===== src/rtl/asf_pkg.sv =====
package asf_pkg;
  localparam int unsigned DEF_AUD_W     = 24;
  localparam int unsigned NAD_W         = 3;   // V, U, C
  localparam int unsigned DEF_PRE_SLOTS = 4;
  // control word bit positions
  localparam int unsigned CB_EN   = 0;
  localparam int unsigned CB_IE   = 1;
  localparam int unsigned CB_STOP = 2;
  localparam int unsigned CB_NAD  = 3;
  localparam int unsigned CTRL_W  = CB_NAD + NAD_W;
endpackage


===== src/rtl/asf_host_regs.sv =====
module asf_host_regs #(
  parameter int unsigned AUD_W = asf_pkg::DEF_AUD_W,
  localparam int unsigned NAD_W = asf_pkg::NAD_W,
  localparam int unsigned SR_W  = AUD_W + NAD_W,
  localparam int unsigned CW    = asf_pkg::CTRL_W
) (
  input  logic             clk,
  input  logic             rst,
  input  logic             sw_rst,
  input  logic             ctrl_we,
  input  logic [CW-1:0]    ctrl_wdata,
  input  logic             a_we,
  input  logic [AUD_W-1:0] a_data,
  input  logic             b_we,
  input  logic [AUD_W-1:0] b_data,
  input  logic [NAD_W-1:0] b_nad,
  input  logic             frame_ld,
  output logic             en,
  output logic             ie,
  output logic             stopm,
  output logic [SR_W-1:0]  word_a,
  output logic [SR_W-1:0]  word_b,
  output logic             empty,
  output logic             irq
);
  import asf_pkg::*;

  logic             en_q, ie_q, st_q, empty_q, irq_q;
  logic [NAD_W-1:0] nad_a_q, nad_b_q;
  logic [AUD_W-1:0] aud_a_q, aud_b_q;
  logic [SR_W-1:0]  stg_q;
  logic             en_n, ie_n, st_n, empty_n;

  always_comb begin
    en_n = en_q;
    ie_n = ie_q;
    st_n = st_q;
    if (sw_rst) begin
      en_n = 1'b0;
      ie_n = 1'b0;
      st_n = 1'b0;
    end else if (ctrl_we) begin
      en_n = ctrl_wdata[CB_EN];
      ie_n = ctrl_wdata[CB_IE];
      st_n = ctrl_wdata[CB_STOP];
    end
    empty_n = empty_q;
    if (a_we || b_we)  empty_n = 1'b0;
    else if (frame_ld) empty_n = 1'b1;
  end

  always_ff @(posedge clk) begin
    if (rst) begin
      en_q    <= 1'b0;
      ie_q    <= 1'b0;
      st_q    <= 1'b0;
      empty_q <= 1'b1;
      irq_q   <= 1'b0;
      nad_a_q <= '0;
      nad_b_q <= '0;
      aud_a_q <= '0;
      aud_b_q <= '0;
      stg_q   <= '0;
    end else begin
      en_q    <= en_n;
      ie_q    <= ie_n;
      st_q    <= st_n;
      empty_q <= empty_n;
      irq_q   <= ie_n & empty_n;
      if (ctrl_we && !sw_rst) nad_a_q <= ctrl_wdata[CB_NAD +: NAD_W];
      if (a_we) aud_a_q <= a_data;
      if (b_we) begin
        aud_b_q <= b_data;
        nad_b_q <= b_nad;
      end
      if (frame_ld) stg_q <= {nad_b_q, aud_b_q};
    end
  end

  assign en     = en_q;
  assign ie     = ie_q;
  assign stopm  = st_q;
  assign word_a = {nad_a_q, aud_a_q};
  assign word_b = stg_q;
  assign empty  = empty_q;
  assign irq    = irq_q;

  // request tracks enable and empty flag
  a_r11_irq_track: assert property (@(posedge clk) disable iff (rst)
    irq_q == (ie_q && empty_q));
  // host write clears the flag
  a_r10_write_clears: assert property (@(posedge clk) disable iff (rst)
    (a_we || b_we) |=> !empty_q);
  // load without write sets the flag
  a_r10_load_sets: assert property (@(posedge clk) disable iff (rst)
    (frame_ld && !a_we && !b_we) |=> empty_q);
  // software reset clears the three control bits
  a_r12_swrst: assert property (@(posedge clk) disable iff (rst)
    sw_rst |=> (!en_q && !ie_q && !st_q));
endmodule


===== src/rtl/asf_slot_seq.sv =====
module asf_slot_seq #(
  parameter int unsigned SLOTS     = 32,
  parameter int unsigned PRE_SLOTS = 4,
  localparam int unsigned SLOT_BW  = $clog2(SLOTS)
) (
  input  logic               clk,
  input  logic               rst,
  input  logic               en,
  input  logic               stopm,
  input  logic               stb,
  output logic [SLOT_BW-1:0] slot_o,
  output logic               sub_o,
  output logic               pre_o,
  output logic               run_o,
  output logic               frame_ld,
  output logic               b_ld,
  output logic               adv,
  output logic               nrun,
  output logic [SLOT_BW-1:0] nslot
);
  localparam logic [SLOT_BW-1:0] LAST    = SLOT_BW'(SLOTS - 1);
  localparam logic [SLOT_BW-1:0] PRE_LIM = SLOT_BW'(PRE_SLOTS);

  logic [SLOT_BW-1:0] slot_q, slot_n;
  logic               sub_q, sub_n, run_q, run_n, pre_q;
  logic               kill, last;

  assign kill = !en && !stopm;
  assign last = (slot_q == LAST);

  always_comb begin
    run_n    = run_q;
    slot_n   = slot_q;
    sub_n    = sub_q;
    frame_ld = 1'b0;
    b_ld     = 1'b0;
    if (kill) begin
      run_n  = 1'b0;
      slot_n = '0;
      sub_n  = 1'b0;
    end else if (stb) begin
      if (!run_q) begin
        if (en) begin
          run_n    = 1'b1;
          frame_ld = 1'b1;
        end
      end else if (last) begin
        slot_n = '0;
        if (!sub_q) begin
          sub_n = 1'b1;
          b_ld  = 1'b1;
        end else begin
          sub_n = 1'b0;
          if (en) frame_ld = 1'b1;
          else    run_n    = 1'b0;
        end
      end else begin
        slot_n = slot_q + 1'b1;
      end
    end
  end

  assign adv   = stb && !kill && run_n;
  assign nrun  = run_n;
  assign nslot = slot_n;

  always_ff @(posedge clk) begin
    if (rst) begin
      slot_q <= '0;
      sub_q  <= 1'b0;
      run_q  <= 1'b0;
      pre_q  <= 1'b0;
    end else begin
      slot_q <= slot_n;
      sub_q  <= sub_n;
      run_q  <= run_n;
      pre_q  <= run_n && (slot_n < PRE_LIM);
    end
  end

  assign slot_o = slot_q;
  assign sub_o  = sub_q;
  assign pre_o  = pre_q;
  assign run_o  = run_q;

  // ordinary slot step
  a_r7_step: assert property (@(posedge clk) disable iff (rst)
    (stb && run_q && en && !last) |=> (slot_q == $past(slot_q) + 1'b1));
  // frame boundary wraps to channel A slot 0
  a_r7_boundary: assert property (@(posedge clk) disable iff (rst)
    (stb && run_q && en && last && sub_q) |=> (run_q && slot_q == '0 && !sub_q));
  // immediate stop mode
  a_r8_kill: assert property (@(posedge clk) disable iff (rst)
    (!en && !stopm) |=> (!run_q && slot_q == '0 && !sub_q));
  // frame-boundary stop mode keeps running inside a subframe
  a_r9_finish: assert property (@(posedge clk) disable iff (rst)
    (stb && run_q && stopm && !last) |=> run_q);
  // idle parks at channel A slot 0
  a_r13_park: assert property (@(posedge clk) disable iff (rst)
    !run_q |-> (slot_q == '0 && !sub_q && !pre_q));
endmodule


===== src/rtl/asf_shifter.sv =====
module asf_shifter #(
  parameter int unsigned SR_W      = 27,
  parameter int unsigned PRE_SLOTS = 4,
  localparam int unsigned SLOTS    = PRE_SLOTS + SR_W + 1,
  localparam int unsigned SLOT_BW  = $clog2(SLOTS)
) (
  input  logic               clk,
  input  logic               rst,
  input  logic               adv,
  input  logic               nrun,
  input  logic [SLOT_BW-1:0] nslot,
  input  logic               frame_ld,
  input  logic               b_ld,
  input  logic [SR_W-1:0]    word_a,
  input  logic [SR_W-1:0]    word_b,
  output logic               ser
);
  localparam logic [SLOT_BW-1:0] DATA_LO = SLOT_BW'(PRE_SLOTS);
  localparam logic [SLOT_BW-1:0] PAR_SL  = SLOT_BW'(PRE_SLOTS + SR_W);

  logic [SR_W-1:0] sr_q;
  logic            par_q, ser_q;

  always_ff @(posedge clk) begin
    if (rst) begin
      sr_q  <= '0;
      par_q <= 1'b0;
      ser_q <= 1'b0;
    end else if (!nrun) begin
      sr_q  <= '0;
      par_q <= 1'b0;
      ser_q <= 1'b0;
    end else if (frame_ld) begin
      sr_q  <= word_a;
      par_q <= 1'b0;
      ser_q <= 1'b0;
    end else if (b_ld) begin
      sr_q  <= word_b;
      par_q <= 1'b0;
      ser_q <= 1'b0;
    end else if (adv) begin
      if (nslot >= DATA_LO && nslot < PAR_SL) begin
        ser_q <= sr_q[0];
        par_q <= par_q ^ sr_q[0];
        sr_q  <= sr_q >> 1;
      end else if (nslot == PAR_SL) begin
        ser_q <= par_q;
      end else begin
        ser_q <= 1'b0;
      end
    end
  end

  assign ser = ser_q;

  // every payload bit is consumed before the parity slot
  a_r3_drained: assert property (@(posedge clk) disable iff (rst)
    (adv && !frame_ld && !b_ld && nslot == PAR_SL) |-> (sr_q == '0));
  // preamble slots stay low
  a_r2_pre_quiet: assert property (@(posedge clk) disable iff (rst)
    (adv && nslot < DATA_LO) |=> !ser_q);
endmodule


===== src/rtl/audio_subframe_ser.sv =====
module audio_subframe_ser #(
  parameter int unsigned AUD_W     = asf_pkg::DEF_AUD_W,
  parameter int unsigned PRE_SLOTS = asf_pkg::DEF_PRE_SLOTS,
  localparam int unsigned NAD_W    = asf_pkg::NAD_W,
  localparam int unsigned SR_W     = AUD_W + NAD_W,
  localparam int unsigned SLOTS    = PRE_SLOTS + SR_W + 1,
  localparam int unsigned SLOT_BW  = $clog2(SLOTS),
  localparam int unsigned CW       = asf_pkg::CTRL_W
) (
  input  logic               clk,
  input  logic               rst,
  input  logic               sw_rst,
  input  logic               stb,
  input  logic               ctrl_we,
  input  logic [CW-1:0]      ctrl_wdata,
  input  logic               a_we,
  input  logic [AUD_W-1:0]   a_data,
  input  logic               b_we,
  input  logic [AUD_W-1:0]   b_data,
  input  logic [NAD_W-1:0]   b_nad,
  output logic               ser_bit,
  output logic [SLOT_BW-1:0] slot_idx,
  output logic               sub_b,
  output logic               preamble,
  output logic               empty,
  output logic               irq
);
  logic               en, ie, stopm;
  logic [SR_W-1:0]    word_a, word_b;
  logic               frame_ld, b_ld, adv, nrun, run;
  logic [SLOT_BW-1:0] nslot;

  asf_host_regs #(.AUD_W(AUD_W)) u_regs (
    .clk(clk), .rst(rst), .sw_rst(sw_rst),
    .ctrl_we(ctrl_we), .ctrl_wdata(ctrl_wdata),
    .a_we(a_we), .a_data(a_data),
    .b_we(b_we), .b_data(b_data), .b_nad(b_nad),
    .frame_ld(frame_ld),
    .en(en), .ie(ie), .stopm(stopm),
    .word_a(word_a), .word_b(word_b),
    .empty(empty), .irq(irq)
  );

  asf_slot_seq #(.SLOTS(SLOTS), .PRE_SLOTS(PRE_SLOTS)) u_seq (
    .clk(clk), .rst(rst), .en(en), .stopm(stopm), .stb(stb),
    .slot_o(slot_idx), .sub_o(sub_b), .pre_o(preamble), .run_o(run),
    .frame_ld(frame_ld), .b_ld(b_ld), .adv(adv), .nrun(nrun), .nslot(nslot)
  );

  asf_shifter #(.SR_W(SR_W), .PRE_SLOTS(PRE_SLOTS)) u_shf (
    .clk(clk), .rst(rst), .adv(adv), .nrun(nrun), .nslot(nslot),
    .frame_ld(frame_ld), .b_ld(b_ld),
    .word_a(word_a), .word_b(word_b), .ser(ser_bit)
  );

  // serial output low while idle
  a_r13_low_idle: assert property (@(posedge clk) disable iff (rst)
    !run |-> !ser_bit);
  // serial output low in preamble slots
  a_r2_pre_low: assert property (@(posedge clk) disable iff (rst)
    preamble |-> !ser_bit);
endmodule


===== config.mk =====
export PLATFORM = sky130hd
export DESIGN_NAME = audio_subframe_ser
export DESIGN_NICKNAME = d
export VERILOG_FILES = /design/src/rtl/asf_pkg.sv /design/src/rtl/asf_host_regs.sv /design/src/rtl/asf_slot_seq.sv /design/src/rtl/asf_shifter.sv /design/src/rtl/audio_subframe_ser.sv
export SDC_FILE = /design/constraint.sdc
export NUM_CORES = 1
export LEC_CHECK = 0
export BUFFER_PORTS_ARGS = -buffer_cell sky130_fd_sc_hd__buf_2
export CORE_MARGIN = 2
export CORE_UTILIZATION = 45
export CTS_BUF_LIST = sky130_fd_sc_hd__clkbuf_8
export DETAILED_ROUTE_END_ITERATION = 6
export PLACE_DENSITY = 0.65
export SLEW_MARGIN = 20
export SYNTH_ARGS = -nofsm -noshare
export SYNTH_HDL_FRONTEND = slang
export SYNTH_SLANG_ARGS = --single-unit

===== constraint.sdc =====
create_clock -name clk -period 3.01 [get_ports clk]
set_clock_uncertainty 0.1 [all_clocks]
set_input_delay 0.903 -clock clk [delete_from_list [all_inputs] [get_ports clk]]
set_output_delay 0.903 -clock clk [all_outputs]
set_load 0.01 [all_outputs]

# Word-level counts from Yosys, hierarchy flattened
# Cells that the tools add are included.
word_totals:
  regBits: 123
  out_inout_bits: 10
  input_bits: 64
classes:
  muxes: 30
  magnitude_cmp: 3
  n_bitwise: 3
  eq_ne: 2
  addsub: 1
  reduce_logical: 20
ops:
  columns: ["operator", "count"]
  rows:
  - ["$mux 27", 4]
  - ["$mux 1", 22]
  - ["$mux 5", 4]
  - ["$eq 5x5->1 const B", 2]
  - ["$logic_and 1x1->1", 6]
  - ["$reduce_bool 3->1", 2]
  - ["$reduce_or 2->1", 3]
  - ["$add 5x1->5 const B", 1]
  - ["$ge 5x3->1 const B", 1]
  - ["$lt 5x3->1 const B", 1]
  - ["$lt 5x5->1 const B", 1]
  - ["$logic_not 1->1", 4]
  - ["$reduce_and 2->1", 2]
  - ["$reduce_or 4->1", 1]
  - ["$reduce_and 3->1", 1]
  - ["$and 1x1->1", 1]
  - ["$logic_or 1x1->1", 1]
  - ["$not 1->1", 1]
  - ["$xor 1x1->1", 1]

# Longest topological paths before layout
depth:
  depth_word: 11
  mapped_depth: 11

# Cells and area by module
# From an unflattened synthesis, not the netlist that was laid out.
unflattened:
  hier_cells: 557
  area_unflattened_um2: 5247.5
by_module_without_submodules:
  columns: ["mod", "instances", "cells_per_inst", "area_per_inst_um2"]
  rows:
  - ["asf_host_regs", 1, 278, 3076.7]
  - ["asf_shifter", 1, 229, 1754.2]
  - ["asf_slot_seq", 1, 50, 416.6]

# Worst setup path after synthesis
# Ideal clock, no wire load.
synth_timing:
  path_kind: "register to register"
  startpoint: "reg u_seq.slot_q[0] (netlist: u_seq.slot_o[0])"
  endpoint: "reg u_shf.sr_q[10]"
  arrival_time_ps: 2483
  period_less_slack_ps: 2722
  required_ps: 2771
  n_path_buf: 2
  slack_ps: 288
  path_stages_with_launch: 12
  cell_sequence: "dfxtp_1 ha_1 and3_1 ha_1 and3_2 o22ai_2 a211o_1 o311a_1 buf_6 buf_6 o221ai_2 a21oi_2"
synth_via:
  elab_chain_len: 9
  elab_cells_between_ends: 29
  cone_classes: "1 x add/sub; 2 x order compare; 1 x eq/ne; 18 x mux; 1 x bitwise; 6 x reduce/logical"
synth_lines:
  columns: ["item", "line_no", "source"]
  rows:
  - ["start, declared", "asf_slot_seq.sv:24", "logic [SLOT_BW-1:0] slot_q, slot_n;"]
  - ["start signal, assigned", "asf_slot_seq.sv:74", "slot_q <= slot_n;"]
  - ["$add 5x1->5 / $eq 5x5->1 (equally long branches)", "asf_slot_seq.sv:58, asf_slot_seq.sv:29", null]
  - ["$mux 5", "asf_slot_seq.sv:47", "end else if (last) begin"]
  - ["$mux 5", "asf_slot_seq.sv:42", "if (!run_q) begin"]
  - ["$mux 5", "asf_slot_seq.sv:41", "end else if (stb) begin"]
  - ["$mux 5", "asf_slot_seq.sv:37", "if (kill) begin"]
  - ["$ge 5x3->1 / $lt 5x5->1 (equally long branches)", "asf_shifter.sv:42", "if (nslot >= DATA_LO && nslot < PAR_SL) begin"]
  - ["$logic_and 1x1->1", "asf_shifter.sv:42", null]
  - ["$reduce_bool 3->1 (no line)", null, null]
  - ["$reduce_and 2->1 (no line)", null, null]
  - ["end signal, assigned", "asf_shifter.sv:34", "sr_q <= word_a;"]
  - ["end signal, assigned", "asf_shifter.sv:38", "sr_q <= word_b;"]
  - ["end signal, assigned", "asf_shifter.sv:45", "sr_q <= sr_q >> 1;"]
  - ["end, declared", "asf_shifter.sv:21", "logic [SR_W-1:0] sr_q;"]
# Parallel ways exist; a longest one is shown, timed or not.
# A chain may end at the register's enable or synchronous reset.

# Final worst setup path
layout_timing:
  startpoint: "reg u_seq.slot_q[1] (netlist: u_seq.slot_o[1])"
  endpoint: "reg u_shf.par_q"
layout_via:
  elab_chain_len: 8
  elab_cells_between_ends: 25
  cone_classes: "1 x add/sub; 2 x order compare; 1 x eq/ne; 16 x mux; 1 x bitwise; 4 x reduce/logical"
layout_lines:
  columns: ["item", "line_no", "source"]
  rows:
  - ["$add 5x1->5 / $eq 5x5->1 (equally long branches)", "asf_slot_seq.sv:58, asf_slot_seq.sv:29", null]
  - ["$mux 5", "asf_slot_seq.sv:47", null]
  - ["$mux 5", "asf_slot_seq.sv:42", null]
  - ["$mux 5", "asf_slot_seq.sv:41", null]
  - ["$mux 5", "asf_slot_seq.sv:37", null]
  - ["$ge 5x3->1 / $lt 5x5->1 (equally long branches)", "asf_shifter.sv:42", null]
  - ["$logic_and 1x1->1", "asf_shifter.sv:42", null]
  - ["$reduce_and 2->1 (no line)", null, null]
  - ["end signal, assigned", "asf_shifter.sv:44", "par_q <= par_q ^ sr_q[0];"]
  - ["end, declared", "asf_shifter.sv:22", "logic par_q, ser_q;"]
# Parallel ways exist; a longest one is shown, timed or not.

==> metrics.md <==
| Metric | Value |
|---|---|
| Leak Pwr | `roughly 2.5 nW` |
| Switching Fraction | `22.8%` |
| Antenna violations before repair | `0` |
| Max_cap viols | `0` |
| Synthesis warning total | `0` |
| Worst Max-Slew Pin Slew | `approximately 1.1 ns` |
| Count of pins over their slew limit | `0` |
| Final period util | `92.0%` |
| Port buffer count | `73` |
| Psw | `0.735 mW` |
| Non-filler cells, final | `784` |
| Clock Tree Buf Depth | `2` |
| Overflow after GRT | `0` |
| CTS tree | `done` |
| Sequential area share after synthesis | `46.5%` |
| Reg2Reg Setup Slack | `0.24 ns` |
| Routability cong. | `0.759` |
| Top Ports | `74` |
| Final Power | `3.23 mW` |
| CTS root buffer | `clkbuf_8` |
| Syn_area_per_cell | `around 9.3 sq um` |
| Layout Nets | `695` |
| Vias | `4,190` |
| Cts bufs inserted | `17` |
| Critical Path End Type | `flop` |
| CP max-delay cell | `dfxtp_1` |
| Drt wl/cell | `14.9 um` |
| Clock-pin transition on the worst setup and hold timing paths | `0.06 ns` |
| Max frequency | `between 300 and 400 MHz` |
| Fill cells | `approximately 1,100` |
| Number of synthesized flops with an enable pin | `0` |
| Seq pwr share | `52.9%` |
| Placed cell count | `753` |
| Iter 0 DRT Violations | `299` |
| CP Launch Type | `flop` |
| Status | `finished clean` |
| H-tree levels | `4` |
| Synthesized Nets | `634` |
| Maximum vdd drop | `about 0.27 mV` |
| Final setup violation count | `0` |
| CP Buf/Inv Count | `1` |
| Vias in the first global route | `4,035` |
| Clock Sinks | `123` |
| Worst-path maximum fanout | `29` |
| Hold Crit Class | `flop to flop` |
| Fin. Hold Viols | `0` |
| DR pass1 iterations | `4` |
| Initial core utilization | `46.2%` |
| Most frequent CP cell | `ha_1` |
| Power per cell area | `523 mW/mm^2` |
| Crit path time final | `about 2.8 ns` |
| Critical path's largest stage delay | `0.37 ns` |
| Fin Hold WS | `0.355 ns` |
| Post-DRT Antenna Nets | `0` |
| CP cell instances | `ha_1 -> and3_1 -> ha_1 -> nand3_1 -> o21ai_2 -> o31ai_4 -> o311ai_4 -> buf_12 -> or3_1 -> a211oi_1` |
| Dpl hpwl | `7750 um` |
| Die area | `between 0.01 and 0.015 sq mm` |
| Fin area | `slightly above 0.006 sq mm` |
| Synth unique cells | `45` |
| Routed WL | `about 12,000 um` |
| FFs w/ async S/R, synth | `0%` |
| Critical Path RT | `3.25 ns` |
| RSZ-0062 raised after global routing | `false` |
| Die X | `about 110 um` |
| GRT Overall Usage | `19.3%` |
| Largest net degree at the start of global routing | `80` |
| Logic pwr share | `5.9%` |
| Critical path type | `flop to flop` |
| Clock share of power | `41.2%` |
| Num rows | `39` |
| Core Area | `0.0115 sq mm` |
| Mapped cell area | `0.00530 sq mm` |
| # DRC | `0` |
| DP Area | `0.00581 sq mm` |
| Ys flop type | `dfxtp_1` |
| TNS Setup | `0 ns` |
| Vias per cell | `roughly 5.3` |
| CP delay by family, top | `compound AO/OA/AOI/OAI gates` |
| Post-synthesis cell count | `568` |
| Clk_lat worst skew | `between 0.4 and 0.5 ns` |
| Seq cells post-synth | `123` |
| Area Overhead vs Synth | `16.5%` |
| Critical path arrival | `3.01 ns` |
| Antenna cells | `0` |
| Layout cells sized above 1 | `24.6%` |
| Die Height | `113 um` |
| Int Pwr | `2.49 mW` |
| Global-route wire length before repair | `19,600 um` |
| Slew headroom | `between 20% and 30%` |
## repair_timing
item                                    in CTS  in global routing
endpoints found under the setup margin       0                 27
setup buffers                                0                  0
gates resized for setup                      0                  2
hold buffers                                 0                  0
## placed cells by master (no fill, tap or decap), types with 2 or more instances in the layout
| cell | netlist | layout |
|---|---|---|
| or3_1 | 2 | 2 |
| ha_1 | 2 | 2 |
| nor2_1 | 63 | 63 |
| xor2_1 | 3 | 3 |
| buf_4 | 3 | 13 |
| mux2i_1 | 83 | 83 |
| a21oi_2 | 8 | 9 |
| nor2b_1 | 2 | 2 |
| o221ai_1 | 6 | 6 |
| nand3_1 | 33 | 33 |
| nand2_1 | 85 | 85 |
| inv_1 | 3 | 7 |
| a21oi_1 | 53 | 52 |
| clkinv_2 | 0 | 6 |
| nor3_1 | 6 | 5 |
| o221ai_2 | 21 | 21 |
| buf_12 | 0 | 4 |
| buf_2 | 7 | 73 |
| clkbuf_8 | 0 | 18 |
| o21ai_0 | 3 | 2 |
| bufinv_16 | 0 | 2 |
| dfxtp_1 | 123 | 123 |
## worst paths after layout
check,start,cells after the start,to
max,u_seq.slot_o[1],10,u_shf.par_q
min,u_regs.aud_b_q[11],2,u_regs.word_b[11]
max reg2reg,u_seq.slot_o[1],10,u_shf.par_q
min reg2reg,u_regs.aud_b_q[11],2,u_regs.word_b[11]
## sequential cells by signal (all words and copies together) (netlist names)
signal          cells
u_shf.sr_q         27
u_regs.aud_a_q     24
u_regs.en           1
u_seq.sub_o         1
u_regs.nad_a_q      3
u_seq.slot_o        5
u_regs.ie           1
u_regs.word_b      27
u_shf.ser           1
u_regs.nad_b_q      3
u_regs.aud_b_q     24
u_shf.par_q         1
u_seq.run_o         1
u_seq.pre_o         1
u_regs.irq          1
u_regs.empty        1
u_regs.stopm        1
## cell usage after synthesis (all sizes together), types with 2 or more instances
library cell,count,area (sq um)
dfxtp,123,2460
nor2b,2,12.5
inv,3,11.3
a21o,2,15.0
and3,2,13.8
a21oi,61,335
o221ai,27,368
nand2,85,319
nor3,6,30.0
nand3,34,175
xor2,3,26.3
mux2i,83,831
buf,21,136
nor2,63,236
or3,2,12.5
clkbuf,27,105
o311a,2,21.3
ha,2,25.0
o21ai,3,15.0
## worst min-delay path: stages, from the launching register on
cell     delay, ns
dfxtp_1       0.31
nand2_1       0.05
a21oi_1       0.05
## power groups by stage
stage | registers [mW] | clock network (mW) | logic [mW]
floorplan | 1.73 | 0 | 0.124
global placement | 1.74 | 0 | 0.187
detailed placement | 1.74 | 0 | 0.193
CTS | 1.71 | 1.37 | 0.194
global route | 1.71 | 1.44 | 0.215
finish | 1.71 | 1.33 | 0.191
## logic make-up after synthesis
logic type                 Yosys count  synth area share [%]
DFF                                123                  46.5
adders and majority gates            2                 0.472
and+or+nand+nor                    200                  15.9
AOI/OAI and AO/OA                  105                  16.1
muxes                               83                  15.7
buffers and inverters               51                  4.77
xor gates and xnor gates             4                 0.661
## final cells by class
class	instances	area (sq um)	share of cell area, %
clock inverters	13	113	1.82
multi-input cells	394	2620	42.4
repair buffers	90	543	8.80
clock buffers	18	248	4.01
well taps	143	179	2.90
inverters	3	11.3	0.182
flip-flops and latches	123	2460	39.9
## metrics by stage
stage	util, %	worst slack [ns]
4_1_cts	53.8	0.101
3_5_place_dp	50.6	0.108
2_1_floorplan	-	0.288
5_1_grt	53.8	0.0266
6_report	53.8	0.241
3_3_place_gp	50.6	0.165
## metal layers
metal  global-route usage, %  up-vias  wire length [um]
met5                       0        -                 0
met4                    6.10        0               106
met3                    6.05       12               739
met2                    28.4       99              5150
met1                    27.2     1955              5700
li1                        -     2124                 -
(Power assumes the default switching activity.)
